`config.mk`:
```
export PLATFORM = sky130hd
export DESIGN_NAME = qm_uart
export DESIGN_NICKNAME = d
export VERILOG_FILES = /design/src/rtl/qm_uart_pkg.sv /design/src/rtl/qm_tick_gen.sv /design/src/rtl/qm_tx.sv /design/src/rtl/qm_rx.sv /design/src/rtl/qm_uart.sv
export SDC_FILE = /design/constraint.sdc
export NUM_CORES = 1
export LEC_CHECK = 0
export BUFFER_PORTS_ARGS = -buffer_cell sky130_fd_sc_hd__buf_2
export CAP_MARGIN = 10
export CORE_AREA = 2 2 92 94
export CTS_CLUSTER_SIZE = 10
export DETAILED_ROUTE_END_ITERATION = 10
export DIE_AREA = 0 0 94 96
export HOLD_SLACK_MARGIN = 0.06
export MAX_ROUTING_LAYER = met4
export PLACE_DENSITY = 0.67
export SLEW_MARGIN = 20
export SYNTH_ARGS = -nofsm -noshare
export SYNTH_HDL_FRONTEND = slang
export SYNTH_SLANG_ARGS = --single-unit
```
`constraint.sdc`:
```
create_clock -name clk -period 2.9 [get_ports clk]
set_clock_uncertainty 0.05 [all_clocks]
set_input_delay 0.58 -clock clk [delete_from_list [all_inputs] [get_ports clk]]
set_output_delay 0.58 -clock clk [all_outputs]
set_load 0.01 [all_outputs]
```
`src/rtl/qm_uart_pkg.sv`:
```
package qm_uart_pkg;
  localparam int DATA_W = 8;

  typedef enum logic [1:0] {
    MODE_SYNC = 2'd0,
    MODE_A8   = 2'd1,
    MODE_A9F  = 2'd2,
    MODE_A9V  = 2'd3
  } umode_e;

  // bits on the line per frame (also break threshold in bit times)
  function automatic logic [3:0] line_bits(umode_e m);
    case (m)
      MODE_SYNC: return 4'(DATA_W);
      MODE_A8:   return 4'(DATA_W + 2);
      default:   return 4'(DATA_W + 3);
    endcase
  endfunction

  // bits collected by the receiver after the start bit
  function automatic logic [3:0] rx_bits(umode_e m);
    case (m)
      MODE_SYNC: return 4'(DATA_W);
      MODE_A8:   return 4'(DATA_W + 1);
      default:   return 4'(DATA_W + 2);
    endcase
  endfunction
endpackage

```
`src/rtl/qm_tick_gen.sv`:
```
module qm_tick_gen
  import qm_uart_pkg::*;
#(
  parameter int FDIV = 2
) (
  input  logic   clk,
  input  logic   rst_n,
  input  umode_e mode,
  input  logic   baud_tick,
  output logic   tick
);
  localparam int DCW = (FDIV > 1) ? $clog2(FDIV) : 1;
  localparam logic [DCW-1:0] DLAST = DCW'(FDIV - 1);

  logic [DCW-1:0] dcnt;

  always_ff @(posedge clk or negedge rst_n) begin
    if (!rst_n) dcnt <= '0;
    else if (dcnt == DLAST) dcnt <= '0;
    else dcnt <= dcnt + 1'b1;
  end

  always_comb begin
    case (mode)
      MODE_SYNC: tick = 1'b1;
      MODE_A9F:  tick = (dcnt == DLAST);
      default:   tick = baud_tick;
    endcase
  end
endmodule

```
`src/rtl/qm_tx.sv`:
```
module qm_tx
  import qm_uart_pkg::*;
#(
  parameter int OVS = 16
) (
  input  logic              clk,
  input  logic              rst_n,
  input  umode_e            mode,
  input  logic              tick,
  input  logic              wr_valid,
  output logic              wr_ready,
  input  logic [DATA_W-1:0] wr_data,
  input  logic              wr_b9,
  input  logic              rx_sync_busy,
  output logic              load_irq,
  output logic              active,
  output logic              idle,
  output logic              line,
  output logic              sclk
);
  localparam int CW = $clog2(OVS);
  localparam logic [CW-1:0] TMAX  = CW'(OVS - 1);
  localparam logic [CW-1:0] THALF = CW'(OVS / 2);
  localparam int SW = DATA_W + 3;

  logic              hold_full;
  logic [DATA_W:0]   hold_q;
  logic [SW-1:0]     shreg;
  logic [3:0]        bcnt;
  logic [CW-1:0]     tcnt;
  logic              bit_end, last_bit, can_load;
  logic [SW-1:0]     frame;

  assign bit_end  = active && tick && (tcnt == TMAX);
  assign last_bit = bit_end && (bcnt == line_bits(mode) - 4'd1);
  assign can_load = hold_full &&
                    (active ? last_bit : (mode != MODE_SYNC || !rx_sync_busy));

  always_comb begin
    case (mode)
      MODE_SYNC: frame = {3'b111, hold_q[DATA_W-1:0]};
      MODE_A8:   frame = {2'b11, hold_q[DATA_W-1:0], 1'b0};
      default:   frame = {1'b1, hold_q[DATA_W], hold_q[DATA_W-1:0], 1'b0};
    endcase
  end

  always_ff @(posedge clk or negedge rst_n) begin
    if (!rst_n) begin
      hold_full <= 1'b0;
      hold_q    <= '0;
      shreg     <= '1;
      bcnt      <= '0;
      tcnt      <= '0;
      active    <= 1'b0;
      load_irq  <= 1'b0;
    end else begin
      load_irq <= can_load;
      if (wr_valid && !hold_full) begin
        hold_full <= 1'b1;
        hold_q    <= {wr_b9, wr_data};
      end
      if (can_load) begin
        shreg     <= frame;
        active    <= 1'b1;
        bcnt      <= '0;
        tcnt      <= '0;
        hold_full <= 1'b0;
      end else if (bit_end) begin
        tcnt <= '0;
        if (last_bit) active <= 1'b0;
        else begin
          shreg <= {1'b1, shreg[SW-1:1]};
          bcnt  <= bcnt + 4'd1;
        end
      end else if (active && tick) begin
        tcnt <= tcnt + 1'b1;
      end
    end
  end

  assign wr_ready = !hold_full;
  assign idle     = !active && !hold_full;
  assign line     = active ? shreg[0] : 1'b1;
  assign sclk     = (active && mode == MODE_SYNC) ? (tcnt >= THALF) : 1'b1;

  p_irq_single_r5: assert property (@(posedge clk) disable iff (!rst_n)
    load_irq |=> !load_irq);
  p_gapfree_r4: assert property (@(posedge clk) disable iff (!rst_n)
    (last_bit && hold_full) |=> (active && bcnt == 4'd0 && tcnt == '0));
  p_ready_drop_r4: assert property (@(posedge clk) disable iff (!rst_n)
    (wr_valid && wr_ready) |=> !wr_ready);
endmodule

```
`src/rtl/qm_rx.sv`:
```
module qm_rx
  import qm_uart_pkg::*;
#(
  parameter int OVS = 16
) (
  input  logic              clk,
  input  logic              rst_n,
  input  umode_e            mode,
  input  logic              tick,
  input  logic              rx_en,
  input  logic              rxd,
  input  logic              tx_idle,
  output logic              rd_valid,
  input  logic              rd_ready,
  output logic [DATA_W-1:0] rd_data,
  output logic              rd_b9,
  output logic              ovr,
  input  logic              ovr_clr,
  output logic              brk,
  input  logic              brk_clr,
  output logic              sync_busy,
  output logic              sclk
);
  localparam int CW = $clog2(OVS);
  localparam logic [CW-1:0] TMAX  = CW'(OVS - 1);
  localparam logic [CW-1:0] THALF = CW'(OVS / 2);
  localparam logic [CW-1:0] THM1  = CW'(OVS / 2 - 1);
  localparam int SHW = DATA_W + 2;
  localparam int LW  = $clog2((DATA_W + 3) * OVS + 1);
  localparam logic [3:0] SYNC_LAST = 4'(DATA_W - 1);

  typedef enum logic [1:0] {S_IDLE, S_START, S_DATA, S_SYNC} rxst_e;

  rxst_e             st;
  logic [1:0]        rsync;
  logic              rxd_s;
  logic [SHW-1:0]    sh, new_sh;
  logic [3:0]        bcnt;
  logic [CW-1:0]     tcnt;
  logic [LW-1:0]     lowcnt, brk_lim;
  logic              done_a, done_s, done;
  logic [DATA_W-1:0] cdata;
  logic              cb9;

  assign rxd_s   = rsync[1];
  assign new_sh  = {rxd_s, sh[SHW-1:1]};
  assign done_a  = (st == S_DATA) && tick && (tcnt == TMAX) &&
                   (bcnt == rx_bits(mode) - 4'd1);
  assign done_s  = (st == S_SYNC) && tick && (tcnt == TMAX) && (bcnt == SYNC_LAST);
  assign done    = done_a || done_s;
  assign brk_lim = LW'(line_bits(mode)) * LW'(OVS);

  always_comb begin
    if (done_s) begin
      cdata = sh[SHW-1:2];
      cb9   = 1'b0;
    end else if (mode == MODE_A8) begin
      cdata = new_sh[DATA_W:1];
      cb9   = new_sh[DATA_W+1];
    end else begin
      cdata = new_sh[DATA_W-1:0];
      cb9   = new_sh[DATA_W];
    end
  end

  always_ff @(posedge clk or negedge rst_n) begin
    if (!rst_n) begin
      st <= S_IDLE; rsync <= 2'b11; sh <= '0; bcnt <= '0; tcnt <= '0;
      rd_valid <= 1'b0; rd_data <= '0; rd_b9 <= 1'b0;
      ovr <= 1'b0; brk <= 1'b0; lowcnt <= '0;
    end else begin
      rsync <= {rsync[0], rxd};
      case (st)
        S_IDLE: begin
          tcnt <= '0;
          bcnt <= '0;
          if (mode == MODE_SYNC) begin
            if (rx_en && !rd_valid && tx_idle) st <= S_SYNC;
          end else if (rx_en && tick && !rxd_s) st <= S_START;
        end
        S_START: if (tick) begin
          if (tcnt == THM1) begin
            tcnt <= '0;
            st   <= rxd_s ? S_IDLE : S_DATA;
          end else tcnt <= tcnt + 1'b1;
        end
        S_DATA: if (tick) begin
          if (tcnt == TMAX) begin
            tcnt <= '0;
            sh   <= new_sh;
            bcnt <= bcnt + 4'd1;
            if (done_a) st <= S_IDLE;
          end else tcnt <= tcnt + 1'b1;
        end
        S_SYNC: if (tick) begin
          if (tcnt == THALF) sh <= new_sh;
          if (tcnt == TMAX) begin
            tcnt <= '0;
            bcnt <= bcnt + 4'd1;
            if (done_s) st <= S_IDLE;
          end else tcnt <= tcnt + 1'b1;
        end
        default: st <= S_IDLE;
      endcase

      if (ovr_clr) ovr <= 1'b0;
      if (done) begin
        if (rd_valid && !rd_ready) ovr <= 1'b1;
        else begin
          rd_valid <= 1'b1;
          rd_data  <= cdata;
          rd_b9    <= cb9;
        end
      end else if (rd_valid && rd_ready) rd_valid <= 1'b0;

      if (mode == MODE_SYNC || rxd_s) lowcnt <= '0;
      else if (tick && lowcnt != brk_lim) lowcnt <= lowcnt + 1'b1;
      if (brk_clr) brk <= 1'b0;
      if (mode != MODE_SYNC && lowcnt == brk_lim) brk <= 1'b1;
    end
  end

  assign sync_busy = (st == S_SYNC);
  assign sclk      = (st == S_SYNC) ? (tcnt >= THALF) : 1'b1;

  p_hold_valid_r9: assert property (@(posedge clk) disable iff (!rst_n)
    (rd_valid && !rd_ready) |=> rd_valid);
  p_hold_data_r9: assert property (@(posedge clk) disable iff (!rst_n)
    (rd_valid && !rd_ready) |=> ($stable(rd_data) && $stable(rd_b9)));
  p_brk_sticky_r10: assert property (@(posedge clk) disable iff (!rst_n)
    (brk && !brk_clr) |=> brk);
  p_sync_start_r8: assert property (@(posedge clk) disable iff (!rst_n)
    $rose(sync_busy) |-> $past(!rd_valid && rx_en));
endmodule

```
`src/rtl/qm_uart.sv`:
```
module qm_uart
  import qm_uart_pkg::*;
#(
  parameter int OVS  = 16,
  parameter int FDIV = 2
) (
  input  logic       clk,
  input  logic       rst_n,
  input  logic [1:0] mode,
  input  logic       baud_tick,
  input  logic       tx_valid,
  output logic       tx_ready,
  input  logic [7:0] tx_data,
  input  logic       tx_bit9,
  input  logic       rx_en,
  output logic       rx_valid,
  input  logic       rx_ready,
  output logic [7:0] rx_data,
  output logic       rx_bit9,
  output logic       rx_overrun,
  input  logic       ovr_clr,
  output logic       brk_det,
  input  logic       brk_clr,
  output logic       tx_irq,
  output logic       txd,
  input  logic       rxd_in,
  output logic       rxd_out,
  output logic       rxd_oe
);
  umode_e m;
  logic   tick, tx_active, tx_idle, tx_line, tx_sclk, rx_busy, rx_sclk;

  assign m = umode_e'(mode);

  qm_tick_gen #(.FDIV(FDIV)) u_tick (
    .clk(clk), .rst_n(rst_n), .mode(m), .baud_tick(baud_tick), .tick(tick)
  );

  qm_tx #(.OVS(OVS)) u_tx (
    .clk(clk), .rst_n(rst_n), .mode(m), .tick(tick),
    .wr_valid(tx_valid), .wr_ready(tx_ready), .wr_data(tx_data), .wr_b9(tx_bit9),
    .rx_sync_busy(rx_busy), .load_irq(tx_irq), .active(tx_active),
    .idle(tx_idle), .line(tx_line), .sclk(tx_sclk)
  );

  qm_rx #(.OVS(OVS)) u_rx (
    .clk(clk), .rst_n(rst_n), .mode(m), .tick(tick), .rx_en(rx_en),
    .rxd(rxd_in), .tx_idle(tx_idle),
    .rd_valid(rx_valid), .rd_ready(rx_ready), .rd_data(rx_data), .rd_b9(rx_bit9),
    .ovr(rx_overrun), .ovr_clr(ovr_clr), .brk(brk_det), .brk_clr(brk_clr),
    .sync_busy(rx_busy), .sclk(rx_sclk)
  );

  assign txd     = (m == MODE_SYNC) ? (tx_sclk & rx_sclk) : tx_line;
  assign rxd_out = tx_line;
  assign rxd_oe  = tx_active && (m == MODE_SYNC);

  p_half_duplex_r3: assert property (@(posedge clk) disable iff (!rst_n)
    rxd_oe |-> !rx_busy);
endmodule

```
* Yosys cells after proc, flatten, opt, wreduce, memory -nomap -nowiden
Index checks and enable logic that the tools add are counted.
** Word-level totals
- Bits in registers :: 74
- Input bits :: 20
- Output and inout bits :: 17
- Logic and storage cells :: 175
** Operators by class
- Add/sub/neg operators :: 8
- Magnitude comparators :: 2
- Eq/ne operators :: 29
- Muxes and demuxes :: 64
- Bitwise gates (word level) :: 2
- Reductions and logical operators :: 51
** Operator list (count)
- 2-to-1 mux 4 bit :: 12
- 2-to-1 mux 10 bit :: 4
- case mux 10 bit (2 select lines) :: 2
- 2-to-1 mux 11 bit :: 3
- 2-to-1 mux 8 bit :: 4
- 2-to-1 mux 2 bit :: 12
- logical AND 1 bit :: 21
- 2-to-1 mux 1 bit :: 21
- inequality test 2 x 1 -> 1 bit, second input constant :: 10
- nonzero test 2 bit :: 9
- adder 4 x 1 -> 4 bit, second input constant :: 4
- == test 4 bit, second input constant :: 3
- case mux 4 bit (3 select lines) :: 1
- AND reduction 10 bit :: 1
- AND reduction 2 bit :: 5
- adder 8 x 1 -> 8 bit, second input constant :: 1
- == test 4 x 3 -> 1 bit, second input constant :: 2
- == test 4 bit :: 2
- == test 8 bit :: 1
- >= comparator 4 bit, second input constant :: 2
- inequality test 8 bit :: 1
- case mux 2 bit (2 select lines) :: 2
- case mux 2 bit (4 select lines) :: 1
- case mux 4 bit (2 select lines) :: 1
- 16 further kinds :: 31

* Depth between registers and ports, before layout
Gate-level depths: netlist (run 1).
- Depth in word-level cells :: 9
- Gate-level depth with buffers :: 8
- Depth with buffers taken out :: 7

* Hierarchy
Synthesis (run 1) repeated with hierarchy kept, for this count alone.
** Unflattened totals
- Cell total of the unflattened synthesis :: 346
- Area total of the unflattened synthesis :: 3836.2 µm²
** Modules (own cells, without submodules)
- qm_rx :: times used 1, cells an instance 197, area each 2175.8 µm², sequential area each 1028.5 µm²
- qm_tx :: times used 1, cells an instance 140, area each 1589.0 µm², sequential area each 763.2 µm²
- qm_tick_gen :: times used 1, cells an instance 5, area each 47.5 µm², sequential area each 25.0 µm²
- qm_uart :: times used 1, cells an instance 4, area each 23.8 µm², sequential area each 0.0 µm²

* Least setup slack after synthesis (run 1)
OpenSTA, ideal clock, no wires.
- Path kind :: input port to flip-flop
- Start :: in mode[1]
- End :: reg u_rx.rd_data[0]
- Setup time :: 0.125 ns
- Arrival time :: 2.222 ns
- Required time :: 2.725 ns
- Setup slack :: 0.503 ns
- Cell stages on the path :: 7
- Path buffers :: 2
- Path through :: buf_4 nor3b_2 or3_1 buf_2 o21ai_4 mux2_1 mux2_2
** On the way
- Word-level cells in the longest chain between the ends :: 7
- Elaborated cells between the ends (all ways) :: 17
- Those cells by class :: 1 x add/sub; 3 x eq/ne; 4 x mux; 9 x reduce/logical
** Ends and longest elaborated chain
- start, declared :: RTL line qm_uart.sv:9 : input logic [1:0] mode,
- == test 2 x 1 -> 1 bit, or another cell as far along :: RTL line qm_uart_pkg.sv:22, qm_rx.sv:57
- case mux 2 bit (2 select lines) or case mux 1 bit (2 select lines) (tied branches) :: RTL line qm_uart_pkg.sv:22, qm_tick_gen.sv:24
- subtractor 4 x 1 -> 4 bit, or another cell as far along :: RTL line qm_rx.sv:48 : (bcnt == rx_bits(mode) - 4'd1);
- == test 4 bit, or another cell as far along :: RTL line qm_rx.sv:48
- logical AND 1 bit, on equally long branches :: RTL line qm_rx.sv:47, qm_rx.sv:49
- logical OR 1 bit :: RTL line qm_rx.sv:50 : assign done = done_a || done_s;
- AND reduction 2 bit (no source line)
- end signal, assigned :: RTL line qm_rx.sv:111 : rd_data <= cdata;
- end, declared :: RTL line qm_rx.sv:15 : output logic [DATA_W-1:0] rd_data,
Several ways; a longest one is shown, not always the timed one.
A chain may end at the register's enable or synchronous reset.

* Final worst setup path (run 1)
- Start :: reg u_rx.tcnt[0]
- End :: reg u_rx.rd_data[7]
** On the way
- Word-level cells in the longest chain between the ends :: 5
- Elaborated cells between the ends (all ways) :: 8
- Those cells by class :: 1 x eq/ne; 1 x mux; 6 x reduce/logical
** Ends and longest elaborated chain
- start, declared :: RTL line qm_rx.sv:39 : logic [CW-1:0] tcnt;
- start signal, assigned :: RTL line qm_rx.sv:85 : end else tcnt <= tcnt + 1'b1;
- start signal, assigned :: RTL line qm_rx.sv:93 : end else tcnt <= tcnt + 1'b1;
- start signal, assigned :: RTL line qm_rx.sv:101 : end else tcnt <= tcnt + 1'b1;
- == test 4 bit * :: RTL line qm_rx.sv:47, qm_rx.sv:49
- logical AND 1 bit, on equally long branches (2 in series) :: RTL line qm_rx.sv:47, qm_rx.sv:49
- logical OR 1 bit :: RTL line qm_rx.sv:50
- AND reduction 2 bit (no source line)
Every way passes the cells marked *; elsewhere a longest branch is shown, timed or not.

==> reports/qor.csv, run 1 <==
metric,value,unit
status,finished clean,
critical-path maximum fanout,8,
setup TNS,0,ns
critical-path cell with the highest stage delay,or3_1,
CP cell instances,"ha_1, nand3_1, or3_1, o21ai_4, mux2_1, mux2_2",
initial core utilization,48.5,%
final clock period utilization by the worst path,84.1,%
critical path type,reg -> reg,
register area share after synthesis,46.6,%
Final GP Congestion,0.863,
Critical Path End Type,register,
DR DRC count,0,
worst slew pin tran,0.817,ns
Antenna Cells,0,
share of post-route cells with drive strength above 1,24.4,%
Gate Count Post-Synth,394,
Yosys reg bits,72,
Worst Path Buf+Inv,0,
syn avg cell area,9.90,µm²
asr flop ratio synth,100,%
"count leader, synth",dfrtp_1,
via/cell ratio,5.61,
I/O Buffers,36,
post-CTS setup repair buffer count,0,
FMAX,410,MHz
Final Setup Violations,0,
min cycle time layout,2.44,ns
IO Count,37,
via count,3027,
Final Hold Viols,0,
area of the multi-input gates,1940,µm²
Pwr Density,625,nW/µm²
global-route wire length before repair,14200,µm
worst vdd ir,0.270,mV
max-cap viol count,0,
largest area contributor in the netlist,dfrtp_1,
CP Data Required Time,3.08,ns
gr usage total,20.8,%
post-CTS sizing,0,
synthesized net count,422,
Detailed Route Iter0 Violations,214,
Worst Hold Class,in -> async,
Post-synth top cells,"dfrtp_1, nor2_1, nand2_1",
pins over their slew limit,0,
DP HPWL,5940,µm
CTS tree,done,
Core ar.,8050,µm²
clock buffer count from CTS,9,
Register Area,1820,µm²
Lkg Pwr,2.00,nW
crit path DAT,2.62,ns
crit-path max cell delay,0.46,ns
DIE WIDTH,94,µm
final WL,8380,µm
post-DR wirelength/cell,15.5,µm
count of cell types in the netlist,59,
H-Tree Depth,3,
worst skew pair latency,0.34,ns
Slew headroom,45.5,%
unrepaired setup endpoints after global routing,no,
die area,9020,µm²
crit path launch type,register,
CTS root buffer,clkbuf_8,
initial antenna violation count,0,
remaining antenna violation count,0,
DIE HEIGHT,96,µm
Top delay family on crit path,simple AND/OR/NAND/NOR gates,
pre-CTS setup slack,0.278,ns
final setup margin,0.461,ns
Syn Std Cell Area,3900,µm²
largest net degree at the start of global routing,73,
Synth Flop Type,dfrtp_1,
Yosys Warn Count,0,
GR Overflow Total,0,
CTS max path bufs,2,
Area Overhead vs Synth,12.2,%
Post-synth EDFFs,0,
Post-CTS Hold Buffers,0,
Fillers,722,
"top cells by area, synth","dfrtp_1, dfstp_2, mux2_2, nor2_1, nand2_1",
clock sink total,72,
clk slew on worst S/H paths,0.08,ns
Synth top area share,38.5,%
vias in the first global route,2926,
DRT Pass-1 Iters,4,
final net count,458,
# rows,33,
## registers in the layout, summed over array words and instances, names as in the netlist, 2 cells and up
register      count
u_rx.bcnt         4
u_rx.tcnt         4
u_rx.rd_data      8
u_rx.st           2
u_tx.bcnt         4
u_rx.sh           9
u_tx.hold_q       9
u_rx.rsync        2
u_rx.lowcnt       8
u_tx.tcnt         4
u_tx.shreg       10
## worst register-to-register path: stages, from the launching register on
cell	delay (ns)
dfrtp_1	0.40
ha_1	0.27
nand3_1	0.18
or3_1	0.46
o21ai_4	0.34
mux2_1	0.36
mux2_2	0.26
## power by group
group	switching, mW	internal (mW)	total, mW	leakage, nW
clock	0.392	0.397	0.789	0.0994
combinational	0.319	0.244	0.563	0.990
sequential	0.177	1.20	1.38	0.915
## kinds of logic after synthesis
kind of cell | after synthesis | share of synthesized area [%]
AOI/OAI and AO/OA | 82 | 13.5
and+or+nand+nor | 148 | 19.4
adders and majority gates | 8 | 2.57
muxes | 40 | 11.4
xor gates and xnor gates | 13 | 2.92
buffers and inverters | 31 | 3.62
DFF | 72 | 46.6
## routing by layer
metal | routed length [µm] | GRT usage, %
met1 | 3950 | 28.0
met5 | 0 | -
met4 | 48 | 5.31
met2 | 3980 | 32.0
met3 | 404 | 4.62
## final timing paths
| check | slack (ns) | from | end | cells after the start |
|---|---|---|---|---|
| worst max-delay path | 0.46 | u_rx.tcnt[0] | u_rx.rd_data[7] | 6 |
| worst min register to register | 0.32 | u_rx.rsync[0] | u_rx.rsync[1] | 0 |
| worst min-delay path | 0.19 | rst_n | u_rx.lowcnt[6] | 2 |
| worst max register to register | 0.46 | u_rx.tcnt[0] | u_rx.rd_data[7] | 6 |
| max in group asynchronous | 2.24 | rst_n | u_rx.rsync[1] | 2 |
| min in group clk | 0.29 | rxd_in | u_rx.rsync[0] | 1 |
## cells in the final DEF, fill, tap and decap left out, types with 3 or more instances in the layout
master,synthesis,routed
nand2b_1,5,5
nor2_1,46,46
clkbuf_8,0,9
xor2_1,7,7
or4_1,4,4
dfstp_2,12,12
inv_1,14,14
nand2_1,34,34
o21ai_0,22,22
a21oi_1,23,23
o211ai_1,3,3
ha_1,8,8
xnor2_1,6,6
mux2_1,9,9
buf_2,5,36
dfrtp_1,60,60
o31ai_1,13,13
or3_1,3,3
clkinv_2,0,3
nor3_1,13,13
mux2i_1,6,6
nand4_1,5,5
mux2_2,25,25
nand3_1,14,14
buf_4,1,5
## final cells by class
class                      count  area share (%)
timing repair buffer          42            5.43
clock inverter                 7            1.60
tap                          105            3.00
clock buffer                   9            2.83
inverter                      14            1.20
multi-input combinational    291            44.4
sequential                    72            41.5
## per-stage QoR
step	util, %	hold WS [ns]	instances	area (µm²)	power (mW)
after floorplan	-	0.234	394	3900	1.77
after global placement	51.9	0.307	524	4180	1.94
after detailed placement	51.9	0.307	524	4180	1.96
after CTS	54.3	0.214	540	4380	2.76
after global routing	54.3	0.223	540	4380	2.92
final	54.3	0.192	540	4380	2.73
(Power assumes the default switching activity.)
==> inputs of run 2 (changes only) <==
--- a/config.mk
+++ b/config.mk
@@ -5,6 +5,7 @@
 export SDC_FILE = /design/constraint.sdc
 export NUM_CORES = 1
 export LEC_CHECK = 0
+export ABC_AREA = 1
 export BUFFER_PORTS_ARGS = -buffer_cell sky130_fd_sc_hd__buf_2
 export CAP_MARGIN = 10
 export CORE_AREA = 2 2 92 94
==> constraint.sdc (replaced) <==
create_clock -name clk -period 2.3 [get_ports clk]
set_clock_uncertainty 0.05 [all_clocks]
set_input_delay 0.46 -clock clk [delete_from_list [all_inputs] [get_ports clk]]
set_output_delay 0.46 -clock clk [all_outputs]
set_load 0.01 [all_outputs]
==> reports/qor.csv, run 2 <==
metric,value,unit,change
status,finished clean,,unchanged
max reg flops,10,,unchanged
DR DRC count,0,,unchanged
met1 Use GR,25.9,%,was 28.0%
Pwr Density,974,nW/µm²,was 625 nW/µm²
register area share after synthesis,46.4,%,was 46.6%
share of post-route cells with drive strength above 1,18.9,%,was 24.4%
critical-path cell with the highest stage delay,dfrtp_1,,was or3_1
pins over their slew limit,0,,unchanged
DIE WIDTH,94,µm,unchanged
Final Setup Violations,0,,unchanged
post-CTS sizing,0,,unchanged
final clock period utilization by the worst path,87.0,%,
"commonest non-fill, non-tap cells in the layout","nand2_1, dfrtp_1, nor2_1",,"was dfrtp_1, nor2_1, buf_2"
post-CTS setup repair buffer count,0,,unchanged
most crowded layer after global routing,met2,,unchanged
"top cells by area, synth","dfrtp_1, nand2_1, dfstp_2, nor2_1, inv_1",,"was dfrtp_1, dfstp_2, mux2_2, nor2_1, nand2_1"
clock sink total,72,,unchanged
IO Count,37,,unchanged
worst skew pair latency,0.34,ns,about the same
Critical Path End Type,output pin,,was register
die area,9020,µm²,unchanged
Post-synth top cells,"nand2_1, dfrtp_1, nor2_1",,"was dfrtp_1, nor2_1, nand2_1"
min cycle time layout,2.00,ns,
"count leader, synth",nand2_1,,was dfrtp_1
crit path launch type,register,,unchanged
met2 usage,33.6,%,was 32.0%
Fillers,780,,was 722
Top reg by flops,u_tx.shreg,,unchanged
Synth top area share,38.3,%,was 38.5%
H-Tree Depth,3,,unchanged
crit-path max cell delay,0.39,ns,was 0.46 ns
Syn Std Cell Area,3920,µm²,was 3900 µm²
worst vdd ir,0.479,mV,was 0.270 mV
Largest regs,"u_tx.shreg (10), u_rx.sh (9), u_tx.hold_q (9)",,unchanged
DP HPWL,6010,µm,was 5940 µm
post-DR wirelength/cell,13.2,µm,was 15.5 µm
DRT Pass-1 Iters,5,,was 4
Final GP Congestion,0.917,,was 0.863
critical path type,reg -> out,,was reg -> reg
initial antenna violation count,0,,unchanged
# rows,33,,unchanged
unrepaired setup endpoints after global routing,no,,unchanged
final net count,556,,was 458
synthesized net count,516,,was 422
Slew headroom,54.2,%,was 45.5%
worst slew pin tran,0.687,ns,was 0.817 ns
Post-CTS Hold Buffers,0,,unchanged
setup TNS,0,ns,unchanged
post-layout util,55.1,%,was 54.3%
critical-path maximum fanout,5,,was 8
Lkg Pwr,2.21,nW,was 2.00 nW
via count,3322,,was 3027
Worst Hold Class,in -> async,,unchanged
Gate Count Post-Synth,488,,was 394
gr usage total,20.6,%,was 20.8%
CP Data Required Time,1.79,ns,was 3.08 ns
initial core utilization,48.7,%,was 48.5%
I/O Buffers,36,,unchanged
clk slew on worst S/H paths,0.08,ns,about the same
Yosys Warn Count,0,,unchanged
count of cell types in the netlist,38,,was 59
Core ar.,8050,µm²,unchanged
Final Hold Viols,0,,unchanged
Antenna Cells,0,,unchanged
CTS root buffer,clkbuf_8,,unchanged
crit path DAT,1.49,ns,was 2.62 ns
clock buffer count from CTS,9,,unchanged
vias in the first global route,3115,,was 2926
remaining antenna violation count,0,,unchanged
final WL,8450,µm,was 8380 µm
Reg-to-Reg End,u_rx.rd_data[2],,was u_rx.rd_data[7]
r2r worst-path depth,10,,was 6
DIE HEIGHT,96,µm,unchanged
asr flop ratio synth,100,%,unchanged
Overall Power,4.33,mW,was 2.73 mW
syn avg cell area,8.03,µm²,was 9.90 µm²
via/cell ratio,5.21,,was 5.61
r2r startpoint,u_rx.tcnt[0],,unchanged
design area,4440,µm²,was 4380 µm²
CTS max path bufs,2,,unchanged
Synth Flop Type,dfrtp_1,,unchanged
CTS tree,done,,unchanged
"commonest non-fill, non-tap cell in the layout",nand2_1,,was dfrtp_1
largest net degree at the start of global routing,73,,unchanged
CP cell instances,"inv_1, or2_2, nor2_1, a21oi_1, buf_2",,"was ha_1, nand3_1, or3_1, o21ai_4, mux2_1, mux2_2"
FMAX,500,MHz,
placed inst area,4200,µm²,was 4180 µm²
max-cap viol count,0,,unchanged
Detailed Route Iter0 Violations,244,,was 214
GR Overflow Total,0,,unchanged
Post-synth EDFFs,0,,unchanged
Yosys reg bits,72,,unchanged
largest area contributor in the netlist,dfrtp_1,,unchanged
Area Overhead vs Synth,13.3,%,was 12.2%
global-route wire length before repair,14200,µm,about the same
R2R Setup Slk,0.41,ns,was 0.46 ns
GRT met3 Usage,4.54,%,was 4.62%
==> run 2: critical path: cells and delay by family (launching register included) <==
| family | cells | cell delay, ns |
|---|---|---|
| AO/OA/AOI/OAI | 1 | 0.06 |
| flip-flops | 1 | 0.39 |
| buffers and inverters | 2 | 0.29 |
| AND/OR/NAND/NOR | 2 | 0.42 |
==> run 2: worst max-delay path by stage <==
| stage | from | endpoint | slack [ns] | depth (start not counted) |
|---|---|---|---|---|
| after floorplan | mode[0] | txd | 0.50 | 5 |
| after global placement | mode[0] | u_rx.lowcnt[5] | 0.22 | 11 |
| after detailed placement | mode[0] | u_rx.lowcnt[5] | 0.20 | 11 |
| after CTS | u_tx.active | txd | 0.29 | 5 |
| after global routing | u_rx.tcnt[0] | u_rx.rd_data[4] | 0.20 | 10 |
| final | u_tx.active | txd | 0.30 | 5 |
==> run 2: stage by stage <==
| stage | cells | worst slack (ns) | hold WS (ns) |
|---|---|---|---|
| after floorplan | 488 | 0.498 | 0.114 |
| after global placement | 622 | 0.221 | 0.296 |
| after detailed placement | 622 | 0.200 | 0.304 |
| after CTS | 638 | 0.293 | 0.0988 |
| after global routing | 638 | 0.201 | 0.112 |
| final | 638 | 0.299 | 0.0623 |
==> run 2: cell type report <==
type | count | area [µm²] | share of cell area (%)
clock buffers | 10 | 128 | 2.87
clock inverters | 6 | 115 | 2.59
inverters | 52 | 198 | 4.45
multi-input cells | 348 | 1790 | 40.3
repair buffers | 45 | 260 | 5.86
well taps | 105 | 131 | 2.96
flip-flops and latches | 72 | 1820 | 40.9
==> run 2: power by group <==
part           switching [mW]  total [mW]  internal, mW  leakage, nW
registers               0.252        1.89          1.64        0.902
clock network           0.497        1.23         0.729        0.117
logic                   0.730        1.21         0.481         1.19
total                    1.48        4.33          2.85         2.21
==> run 2: per-layer routing <==
metal,wire length (µm),vias to the layer above,part of all wire [%]
met1,3880,1557,46
li1,-,1673,-
met3,372,8,4.4
met2,4090,84,48
met5,0,-,0
met4,108,0,1.3
==> run 2: cell families after synthesis <==
family,count (synthesis),synth area share (%)
flip-flops,72,46.4
adder cells (fa/ha/maj),8,2.56
XOR/XNOR,7,1.57
buffers and inverters,68,7.92
AO/OA/AOI/OAI,87,13.1
AND/OR/NAND/NOR,242,27.3
multiplexers,4,1.15
